File: src/rtl/hwin_pkg.sv
package hwin_pkg;
  localparam logic [7:0] A_CTRL = 8'h00;
  localparam logic [7:0] A_EN0  = 8'h01;
  localparam logic [7:0] A_EN1  = 8'h02;
  localparam logic [3:0] A_IOW  = 4'h1;
  localparam logic [3:0] A_MBASE = 4'h2;
  localparam logic [3:0] A_MSIZE = 4'h3;

  localparam int CTL_POST = 0;
  localparam int CTL_KBC  = 1;
  localparam int CTL_CFG  = 2;
  localparam int CTL_SUB  = 3;
  localparam int MEM_EN_LSB = 8;
  localparam int IO_SZ_LSB  = 16;

  localparam logic [15:0] P_POST     = 16'h0080;
  localparam logic [15:0] P_KBC_DATA = 16'h0060;
  localparam logic [15:0] P_KBC_CMD  = 16'h0064;
  localparam logic [15:0] P_CFG_IDX  = 16'h002E;
  localparam logic [15:0] P_CFG_DAT  = 16'h002F;
endpackage

File: src/rtl/hwin_range_match.sv
module hwin_range_match #(
  parameter int AW = 16,
  parameter int SW = 8
) (
  input  logic          en,
  input  logic [AW-1:0] base,
  input  logic [SW-1:0] size_m1,
  input  logic [AW-1:0] addr,
  output logic          hit
);
  logic [AW:0] last;
  always_comb begin
    last = {1'b0, base} + (AW+1)'(size_m1);
    hit  = en && (addr >= base) && ({1'b0, addr} <= last);
  end
endmodule

File: src/rtl/hwin_fixed_decode.sv
module hwin_fixed_decode
  import hwin_pkg::*;
(
  input  logic        is_io,
  input  logic [15:0] port,
  input  logic [2:0]  fix_en,
  output logic        hit
);
  logic post_hit, kbc_hit, cfg_hit;
  always_comb begin
    post_hit = fix_en[CTL_POST] && (port == P_POST);
    kbc_hit  = fix_en[CTL_KBC]  && ((port == P_KBC_DATA) || (port == P_KBC_CMD));
    cfg_hit  = fix_en[CTL_CFG]  && ((port == P_CFG_IDX) || (port == P_CFG_DAT));
    hit      = is_io && (post_hit || kbc_hit || cfg_hit);
  end
endmodule

File: src/rtl/hwin_regs.sv
module hwin_regs
  import hwin_pkg::*;
#(
  parameter int N_IO   = 8,
  parameter int N_MEM  = 6,
  parameter int GRP    = 4,
  parameter int IO_AW  = 16,
  parameter int IO_SW  = 8,
  parameter int MEM_AW = 32,
  parameter int MEM_SW = 16
) (
  input  logic                          clk,
  input  logic                          rst,
  input  logic                          we,
  input  logic                          re,
  input  logic [7:0]                    addr,
  input  logic [31:0]                   wdata,
  output logic [31:0]                   rdata,
  output logic [N_IO-1:0][IO_AW-1:0]    io_base,
  output logic [N_IO-1:0][IO_SW-1:0]    io_size,
  output logic [N_MEM-1:0][MEM_AW-1:0]  mem_base,
  output logic [N_MEM-1:0][MEM_SW-1:0]  mem_size,
  output logic [N_IO-1:0]               io_en,
  output logic [N_MEM-1:0]              mem_en,
  output logic [2:0]                    fix_en,
  output logic                          sub_en
);
  logic [31:0] rd_next;

  always_ff @(posedge clk) begin
    if (rst) begin
      io_base <= '0; io_size <= '0; mem_base <= '0; mem_size <= '0;
      io_en <= '0; mem_en <= '0; fix_en <= '0; sub_en <= 1'b0;
    end else if (we) begin
      if (addr == A_CTRL) begin
        fix_en <= wdata[2:0];
        sub_en <= wdata[CTL_SUB];
      end
      for (int i = 0; i < N_IO; i++) begin
        if (addr == A_EN0 && i < GRP)  io_en[i] <= wdata[i];
        if (addr == A_EN1 && i >= GRP) io_en[i] <= wdata[i-GRP];
        if (addr[7:4] == A_IOW && addr[3:0] == 4'(i)) begin
          io_base[i] <= wdata[IO_AW-1:0];
          io_size[i] <= wdata[IO_SZ_LSB +: IO_SW];
        end
      end
      for (int i = 0; i < N_MEM; i++) begin
        if (addr == A_EN0 && i < GRP)  mem_en[i] <= wdata[MEM_EN_LSB+i];
        if (addr == A_EN1 && i >= GRP) mem_en[i] <= wdata[MEM_EN_LSB+i-GRP];
        if (addr[7:4] == A_MBASE && addr[3:0] == 4'(i)) mem_base[i] <= wdata[MEM_AW-1:0];
        if (addr[7:4] == A_MSIZE && addr[3:0] == 4'(i)) mem_size[i] <= wdata[MEM_SW-1:0];
      end
    end
  end

  always_comb begin
    rd_next = '0;
    if (addr == A_CTRL) rd_next = {28'd0, sub_en, fix_en};
    for (int i = 0; i < N_IO; i++) begin
      if (addr == A_EN0 && i < GRP)  rd_next[i] = io_en[i];
      if (addr == A_EN1 && i >= GRP) rd_next[i-GRP] = io_en[i];
      if (addr[7:4] == A_IOW && addr[3:0] == 4'(i)) begin
        rd_next[IO_AW-1:0] = io_base[i];
        rd_next[IO_SZ_LSB +: IO_SW] = io_size[i];
      end
    end
    for (int i = 0; i < N_MEM; i++) begin
      if (addr == A_EN0 && i < GRP)  rd_next[MEM_EN_LSB+i] = mem_en[i];
      if (addr == A_EN1 && i >= GRP) rd_next[MEM_EN_LSB+i-GRP] = mem_en[i];
      if (addr[7:4] == A_MBASE && addr[3:0] == 4'(i)) rd_next[MEM_AW-1:0] = mem_base[i];
      if (addr[7:4] == A_MSIZE && addr[3:0] == 4'(i)) rd_next[MEM_SW-1:0] = mem_size[i];
    end
  end

  always_ff @(posedge clk) begin
    if (rst)     rdata <= '0;
    else if (re) rdata <= rd_next;
  end
endmodule

File: src/rtl/hwin_decoder.sv
module hwin_decoder #(
  parameter int N_IO   = 8,
  parameter int N_MEM  = 6,
  parameter int GRP    = 4,
  parameter int IO_AW  = 16,
  parameter int IO_SW  = 8,
  parameter int MEM_AW = 32,
  parameter int MEM_SW = 16
) (
  input  logic        clk,
  input  logic        rst,
  input  logic        cfg_we,
  input  logic        cfg_re,
  input  logic [7:0]  cfg_addr,
  input  logic [31:0] cfg_wdata,
  output logic [31:0] cfg_rdata,
  input  logic        req_valid,
  input  logic        req_is_mem,
  input  logic [31:0] req_addr,
  output logic        claim_valid,
  output logic        claim,
  output logic        claim_sub
);
  logic [N_IO-1:0][IO_AW-1:0]   io_base;
  logic [N_IO-1:0][IO_SW-1:0]   io_size;
  logic [N_MEM-1:0][MEM_AW-1:0] mem_base;
  logic [N_MEM-1:0][MEM_SW-1:0] mem_size;
  logic [N_IO-1:0]              io_en;
  logic [N_MEM-1:0]             mem_en;
  logic [2:0]                   fix_en;
  logic                         sub_en;
  logic [N_IO-1:0]              io_hit;
  logic [N_MEM-1:0]             mem_hit;
  logic                         fix_hit;
  logic                         pos_hit;

  hwin_regs #(
    .N_IO(N_IO), .N_MEM(N_MEM), .GRP(GRP), .IO_AW(IO_AW),
    .IO_SW(IO_SW), .MEM_AW(MEM_AW), .MEM_SW(MEM_SW)
  ) u_regs (
    .clk(clk), .rst(rst), .we(cfg_we), .re(cfg_re), .addr(cfg_addr),
    .wdata(cfg_wdata), .rdata(cfg_rdata),
    .io_base(io_base), .io_size(io_size), .mem_base(mem_base), .mem_size(mem_size),
    .io_en(io_en), .mem_en(mem_en), .fix_en(fix_en), .sub_en(sub_en)
  );

  for (genvar i = 0; i < N_IO; i++) begin : g_io
    hwin_range_match #(.AW(IO_AW), .SW(IO_SW)) u_match (
      .en(io_en[i] && !req_is_mem), .base(io_base[i]), .size_m1(io_size[i]),
      .addr(req_addr[IO_AW-1:0]), .hit(io_hit[i])
    );
  end

  for (genvar i = 0; i < N_MEM; i++) begin : g_mem
    hwin_range_match #(.AW(MEM_AW), .SW(MEM_SW)) u_match (
      .en(mem_en[i] && req_is_mem), .base(mem_base[i]), .size_m1(mem_size[i]),
      .addr(req_addr[MEM_AW-1:0]), .hit(mem_hit[i])
    );
  end

  hwin_fixed_decode u_fixed (
    .is_io(!req_is_mem), .port(req_addr[15:0]), .fix_en(fix_en), .hit(fix_hit)
  );

  assign pos_hit = (|io_hit) || (|mem_hit) || fix_hit;

  always_ff @(posedge clk) begin
    if (rst) begin
      claim_valid <= 1'b0;
      claim       <= 1'b0;
      claim_sub   <= 1'b0;
    end else begin
      claim_valid <= req_valid;
      claim       <= req_valid && (pos_hit || sub_en);
      claim_sub   <= req_valid && !pos_hit && sub_en;
    end
  end
endmodule

File: config.mk
export PLATFORM = sky130hd
export DESIGN_NAME = hwin_decoder
export DESIGN_NICKNAME = d
export VERILOG_FILES = /design/src/rtl/hwin_pkg.sv /design/src/rtl/hwin_range_match.sv /design/src/rtl/hwin_fixed_decode.sv /design/src/rtl/hwin_regs.sv /design/src/rtl/hwin_decoder.sv
export SDC_FILE = /design/constraint.sdc
export NUM_CORES = 2
export LEC_CHECK = 0
export ABC_AREA = 1
export ABC_CLOCK_PERIOD_IN_PS = 4300
export BUFFER_PORTS_ARGS = -buffer_cell sky130_fd_sc_hd__buf_2
export CORE_ASPECT_RATIO = 1.4
export CORE_UTILIZATION = 39
export CTS_CLUSTER_SIZE = 40
export DETAILED_ROUTE_END_ITERATION = 12
export GPL_ROUTABILITY_DRIVEN = 0
export HOLD_SLACK_MARGIN = 0.08
export PLACE_DENSITY = 0.54
export SLEW_MARGIN = 20
export SYNTH_ARGS = -nofsm -noshare
export SYNTH_HDL_FRONTEND = slang
export SYNTH_SLANG_ARGS = --single-unit
File: constraint.sdc
create_clock -name clk -period 4.3 [get_ports clk]
set_input_delay 0.43 -clock clk [delete_from_list [all_inputs] [get_ports clk]]
set_output_delay 0.43 -clock clk [all_outputs]
set_load 0.05 [all_outputs]
After elaboration in Yosys (flattened, before gate mapping)

Cells that the tools add are included.

Add/subtract/negate cells: 14
Order comparisons: 28
Equality and inequality tests: 17
Mux-type cells: 35
Reductions and logical operators: 105

Operator list:

| cell                  | count |
|---|---|
| $add A32 B16 Y33      | 6 |
| $le A32 B33 Y1        | 6 |
| $ge A32 B32 Y1        | 6 |
| $mux W24              | 8 |
| $mux W32              | 6 |
| $add A16 B8 Y17       | 8 |
| $le A16 B17 Y1        | 8 |
| $ge A16 B16 Y1        | 8 |
| $mux W16              | 6 |
| $logic_and A1 B1 Y1   | 69 |
| $reduce_and A2 Y1     | 23 |
| $eq A16 B6 Y1 const B | 2 |
| $eq A16 B7 Y1 const B | 2 |
| $eq A16 B8 Y1 const B | 1 |
| $eq A4 B2 Y1 const B  | 4 |
| $eq A4 B3 Y1 const B  | 4 |
| $mux W1               | 14 |
| $eq A4 B1 Y1 const B  | 2 |
| $eq A8 B1 Y1 const B  | 1 |
| $eq A8 B2 Y1 const B  | 1 |
| $logic_not A8 Y1      | 1 |
| $reduce_or A8 Y1      | 1 |
| $logic_or A1 B1 Y1    | 7 |
| $reduce_or A6 Y1      | 1 |
| other kinds (3)       | 4 |

Flip-flop bits (word level): 533
Bits of input ports: 78
Output and inout port bits: 35
Word-level logic and storage cells: 237

Logic depth before layout (Yosys ltp)

Word-level depth: 36
Depth in mapped cells: 34
Mapped depth without buffers: 34

Modules after synthesis

A second synthesis with hierarchy kept.

Cell total of the unflattened synthesis: 7749
Area, all modules: 50951.4 um^2

Modules (own cells, without submodules):

| module                                  | times used | cells each | area an instance (um^2) | seq. area each (um^2) |
|---|---|---|---|---|
| hwin_regs                               | 1          | 3151       | 22352.7                 | 10610.2 |
| hwin_range_match (g_io[0].u_match ...)  | 7          | 211        | 1323.8                  | 0.0 |
| hwin_range_match (g_mem[3].u_match ...) | 3          | 468        | 2974.1                  | 0.0 |
| hwin_range_match (g_mem[0].u_match ...) | 3          | 475        | 2900.3                  | 0.0 |
| hwin_range_match (g_io[6].u_match)      | 1          | 211        | 1335.0                  | 0.0 |
| hwin_decoder                            | 1          | 54         | 261.5                   | 60.1 |
| hwin_fixed_decode                       | 1          | 27         | 112.6                   | 0.0 |

Worst setup path before layout

No wires, ideal clock.

Path type: register to register
Start point: register u_regs.mem_base[96] in the netlist's numbering
End point: register claim
Library setup time: 112 ps
Arrival: 3550 ps
Data required time: 4188 ps
Setup slack: 638 ps
Cell stages (with the launch flop): 28
Path buffers: 0
Period minus slack after synthesis: 3662 ps
Cells stage by stage: dfxtp_1 > ha_1 > inv_1 > fa_1 > nand3b_1 > nand2_1 > nand4_1 > nand2_1 > inv_1 > o21ai_2 > inv_1 > nor3_2 > nand3_1 > nor4_2 > nand2_1 > xor2_1 > ha_1 > nand2_1 > inv_1 > nand4_1 > nor2_1 > nand3b_1 > nand3_1 > a21oi_1 > nor2_1 > nand3_1 > nand2_1 > nand2_1

Cells in the longest elaborated chain, start to end: 8
Elaborated cells between the ends (all ways): 10
Classes of those cells: add/sub (1); order compare (2); reduce/logical (7)

Ends and longest elaborated chain:

| item                                                  | RTL line                                       | text |
|---|---|---|
| start: declaration                                    | hwin_regs.sv:21                                | `output logic [N_MEM-1:0][MEM_AW-1:0] mem_base,` |
| start signal: indexed assignment                      | hwin_regs.sv:50                                | `if (addr[7:4] == A_MBASE && addr[3:0] == 4'(i)) mem_base[i] <= wdata[MEM_AW-1:0];` |
| $add A32 B16 Y33 or $ge A32 B32 Y1 (tied branches)    | hwin_range_match.sv:13, hwin_range_match.sv:14 |  |
| $le A32 B33 Y1 or $logic_and A1 B1 Y1 (tied branches) | hwin_range_match.sv:14                         | `hit = en && (addr >= base) && ({1'b0, addr} <= last);` |
| $logic_and A1 B1 Y1 (*)                               | hwin_range_match.sv:14                         |  |
| $reduce_or A6 Y1 (*)                                  | hwin_decoder.sv:65                             | `assign pos_hit = (\|io_hit) \|\| (\|mem_hit) \|\| fix_hit;` |
| $logic_or A1 B1 Y1 (*) (2 in a row)                   | hwin_decoder.sv:65                             |  |
| $logic_or A1 B1 Y1 (*)                                | hwin_decoder.sv:74                             | `claim <= req_valid && (pos_hit \|\| sub_en);` |
| $logic_and A1 B1 Y1 (*)                               | hwin_decoder.sv:74                             |  |
| end signal: assignment                                | hwin_decoder.sv:74                             |  |
| end: declaration                                      | hwin_decoder.sv:21                             | `output logic claim,` |

Every way passes the cells marked *; elsewhere a longest branch is shown, timed or not.
A chain may end at the register's enable or synchronous reset.

Worst setup path after layout

Start point: register u_regs.mem_size[85] in the netlist's numbering
End point: register claim

Cells in the longest elaborated chain, start to end: 8

Ends and longest elaborated chain:

| item                             | RTL line               | text |
|---|---|---|
| start: declaration               | hwin_regs.sv:22        | `output logic [N_MEM-1:0][MEM_SW-1:0] mem_size,` |
| start signal: indexed assignment | hwin_regs.sv:51        | `if (addr[7:4] == A_MSIZE && addr[3:0] == 4'(i)) mem_size[i] <= wdata[MEM_SW-1:0];` |
| $add A32 B16 Y33                 | hwin_range_match.sv:13 | `last = {1'b0, base} + (AW+1)'(size_m1);` |
| $le A32 B33 Y1                   | hwin_range_match.sv:14 |  |
| $logic_and A1 B1 Y1              | hwin_range_match.sv:14 |  |
| $reduce_or A6 Y1                 | hwin_decoder.sv:65     |  |
| $logic_or A1 B1 Y1 (2 in a row)  | hwin_decoder.sv:65     |  |
| $logic_or A1 B1 Y1               | hwin_decoder.sv:74     |  |
| $logic_and A1 B1 Y1              | hwin_decoder.sv:74     |  |

Every way passes these cells.

==> impl_metrics.ini <==
[global_routing]
antenna_found_initial = 14
grt_pass1_vias = 46287
grt_overflow = 0
grt_max_degree = 151
grt_pass1_wl_mm = 297
grt_usage_pct = 33.2

[pwr]
vdd_drop_max_uv = 295
clock_power_share_pct = 47.6
power_switching_mw = 3.80
pwr-share-seq_pct = 38.7
power_mw = 12.8
swShare_pct = 29.6
leakagePower_nw = 21.5
power_density_nw_per_um2 = 237
p_comb_share_pct = 13.7
intPower_mw = 9.03

[critical_path]
required_ns = 4.85
rrSetupSlack_ns = 0.19
r2r_start = u_regs.mem_size[85]$_SDFFE_PP0P_
cp_common_cell = nand2_1
r2r_end = claim$_SDFF_PP0_
path_max_fanout = 3
critPathCaptureType = flip-flop
critical_path_class = flip-flop to flip-flop
cp_slowest_cell = dfxtp_2
start_kind = flip-flop
crit_end = claim$_SDFF_PP0_
reg2reg_depth = 29
critPathArrivalTime_ns = 4.67
critical_path.max_stage_delay_ns = 0.34
startpoint = u_regs.mem_size[85]$_SDFFE_PP0P_

[cts]
cts_buffers = 67
root_buffer = clkbuf_16
clock-sinks = 533
cts_tree = yes
clk_latency_ns = 0.69
clkTransAtPathRegs_ns = 0.06
htree_levels = 3
clk_path_buf_depth = 3

[logic_synthesis]
ys_warn_count = 0
synthMuxAreaShare_pct = 0
synth.distinct_cells = 62
synth_top_family_by_area = adder cells
synth-simple-area-share_pct = 20.6
async_flop_share_pct = 0
synth_compound_area_share_pct = 21.5
synthFlopType = dfxtp_1
synth-adder-area-share_pct = 21.9
syn_area_um2 = 46900
synth_edf_count = 0
synth-seq-cells = 533
synth.avg_cell_area_um2 = 7.01
ys_seq_area_share_pct = 22.8
synthCells = 6688
synth_xor_area_share_pct = 5.08
synthesis.nets = 7580

[status]
status = complete, no violations

[timing]
rsz0062_at_grt = yes
fin_worst_skew_ns = 0.0355
slew_headroom_pct = 25.6
tns_ns = 0
fmax_ghz = 0.243
holdWs_ns = 0.225
slew_violations = 0
finalSetupViolCount = 0
hold_viol_final = 0
fin_crit_ns = 4.11
setup_ws_ns = 0.185
period_share_pct = 95.7
tightestPinTransition_ns = 1.11

[placement]
place_inst = 8436
place_ws_ns = -0.205
placed_area_um2 = 50800
port_buffers = 112
dp_hpwl_mm = 159

[die]
die_y_um = 412
initial_core_util_pct = 39.3
die_x_um = 295
core_area_um2 = 119000
dieArea_um2 = 122000
ios = 113
rows = 150

[route]
drc = 0
wl_per_cell_um = 24.1
num_vias = 49115
via_per_inst = 5.72
ant_nets = 0
drt_pass1_iterations = 8
wl_mm = 207
drt_iter0_markers = 3859

[run]
drv_cap = 0

[layout]
final_area_um2 = 54000
areaGrowthSynthToFinish_pct = 15.2
drive_above_1_share_pct = 11.1
utilization_pct = 45.3
final_cells = 8589
nets = 7834

[worst_hold_path]
hp-start = cfg_wdata[31]
hold_class = input pin to flip-flop
## cell usage in the layout (no fill, tap or decap), types with 16 or more instances in the layout
| cell type | n |
|---|---|
| nand4_1 | 224 |
| nand2_1 | 1097 |
| clkbuf_16 | 69 |
| nand2_2 | 46 |
| buf_4 | 292 |
| buf_2 | 110 |
| a31oi_1 | 16 |
| nor2_1 | 282 |
| nor3_1 | 96 |
| nand3_1 | 251 |
| a21oi_1 | 1003 |
| nand3_2 | 17 |
| o21ai_0 | 620 |
| dfxtp_2 | 24 |
| nor2_2 | 46 |
| dfxtp_1 | 506 |
| a211oi_1 | 19 |
| o21a_1 | 18 |
| o221ai_1 | 22 |
| nor4_1 | 57 |
| xor2_1 | 203 |
| xnor2_1 | 69 |
| ha_4 | 18 |
| o211ai_1 | 42 |
| inv_1 | 764 |
| ha_1 | 779 |
| o22ai_1 | 23 |
## cells in the mapped netlist (all sizes together), types with 2 or more instances
master | n | area share (%)
o21ai | 644 | 7.0
o31a | 3 | 0.056
nor2 | 337 | 2.8
nor4 | 59 | 0.80
xnor2 | 69 | 1.3
ha | 800 | 21
a21oi | 1015 | 11
o21a | 18 | 0.29
o311ai | 3 | 0.056
o22ai | 23 | 0.31
a2111oi | 7 | 0.13
clkinv | 4 | 0.032
a221oi | 2 | 0.037
fa | 14 | 0.60
o221ai | 22 | 0.41
buf | 30 | 0.32
a21o | 8 | 0.13
o211ai | 42 | 0.67
nand2 | 1149 | 9.3
nand3 | 269 | 2.9
o2111ai | 16 | 0.31
a31oi | 17 | 0.23
and3 | 5 | 0.067
or2 | 5 | 0.067
a211oi | 20 | 0.33
or3 | 2 | 0.027
dfxtp | 533 | 23
inv | 780 | 6.2
o21bai | 18 | 0.31
a21boi | 6 | 0.10
o31ai | 7 | 0.11
xor2 | 203 | 3.8
o41ai | 2 | 0.037
nand4 | 224 | 3.0
clkbuf | 199 | 1.6
nand3b | 15 | 0.24
nor3 | 114 | 1.3
## critical path, delay by kind of cell (launching register included)
family	cells	cell delay, ns
adder cells (fa/ha/maj)	2	0.56
XOR/XNOR	1	0.16
AND/OR/NAND/NOR	21	2.31
flip-flops	1	0.34
AO/OA/AOI/OAI	4	0.54
buffers and inverters	1	0.09
## power by group through the flow
stage                     Combinational, mW  Clock, mW  Sequential (mW)
after floorplan                       0.896          0             5.10
after global placement                 1.68          0             5.08
after detailed placement               1.71          0             5.08
after CTS                              1.72       6.17             4.97
after global routing                   1.91       6.34             4.97
final                                  1.75       6.11             4.97
## metal layers
| metal | GRT usage [%] | share of wire [%] |
|---|---|---|
| met5 | 0 | 0.020 |
| met4 | 27.0 | 9.4 |
| met3 | 4.61 | 5.7 |
| met2 | 57.4 | 48 |
| met1 | 36.1 | 37 |
## cells by family (layout without fill, tap and decap cells)
logic type | count (synthesis) | count (layout)
compound gates | 1875 | 1875
xor+xnor | 272 | 272
fa+ha+maj | 814 | 814
buf+inv | 1013 | 1313
flops | 533 | 533
other cells | 0 | 5
simple gates | 2181 | 2181
## sequential cells by signal, indices dropped and copies added (netlist names)
signal / count
u_regs.mem_size: 96
u_regs.mem_base: 192
u_regs.io_size: 64
claim_valid: 1
u_regs.io_base: 128
u_regs.mem_en: 6
claim: 1
u_regs.fix_en: 3
u_regs.rdata: 32
u_regs.sub_en: 1
u_regs.io_en: 8
claim_sub: 1
## final cells by class
cell class | instances | area [um^2]
tap | 1596 | 2000
clock buffer | 89 | 1900
multi-input combinational | 5142 | 33100
timing repair buffer | 414 | 2970
inverter | 784 | 2950
antenna | 5 | 12.5
fill | 12496 | 65300
sequential | 533 | 10700
clock inverter | 26 | 358
## timing repair
item | 4_1_cts | 5_1_grt
endpoints found under the setup margin | 2 | 2
pin swaps | 0 | 106
endpoints found under the hold margin | 1 | 0
hold buffers | 1 | 0
resized for setup | 5 | 177
buffers inserted | 0 | 33
## worst min path at each step
stage / endpoint / slack [ns] / cells past startpoint
floorplan: u_regs.io_size[30]$_SDFFE_PP0P_ / 0.44 / 2
global placement: u_regs.io_en[6]$_SDFFE_PP0P_ / 0.45 / 2
detailed placement: u_regs.rdata[8]$_SDFFE_PP0P_ / 0.45 / 2
CTS: u_regs.mem_base[158]$_SDFFE_PP0P_ / 0.19 / 3
global route: u_regs.mem_base[154]$_SDFFE_PP0P_ / 0.22 / 3
finish: u_regs.mem_base[191]$_SDFFE_PP0P_ / 0.22 / 3
No activity file was read; power rests on OpenSTA's default activity.
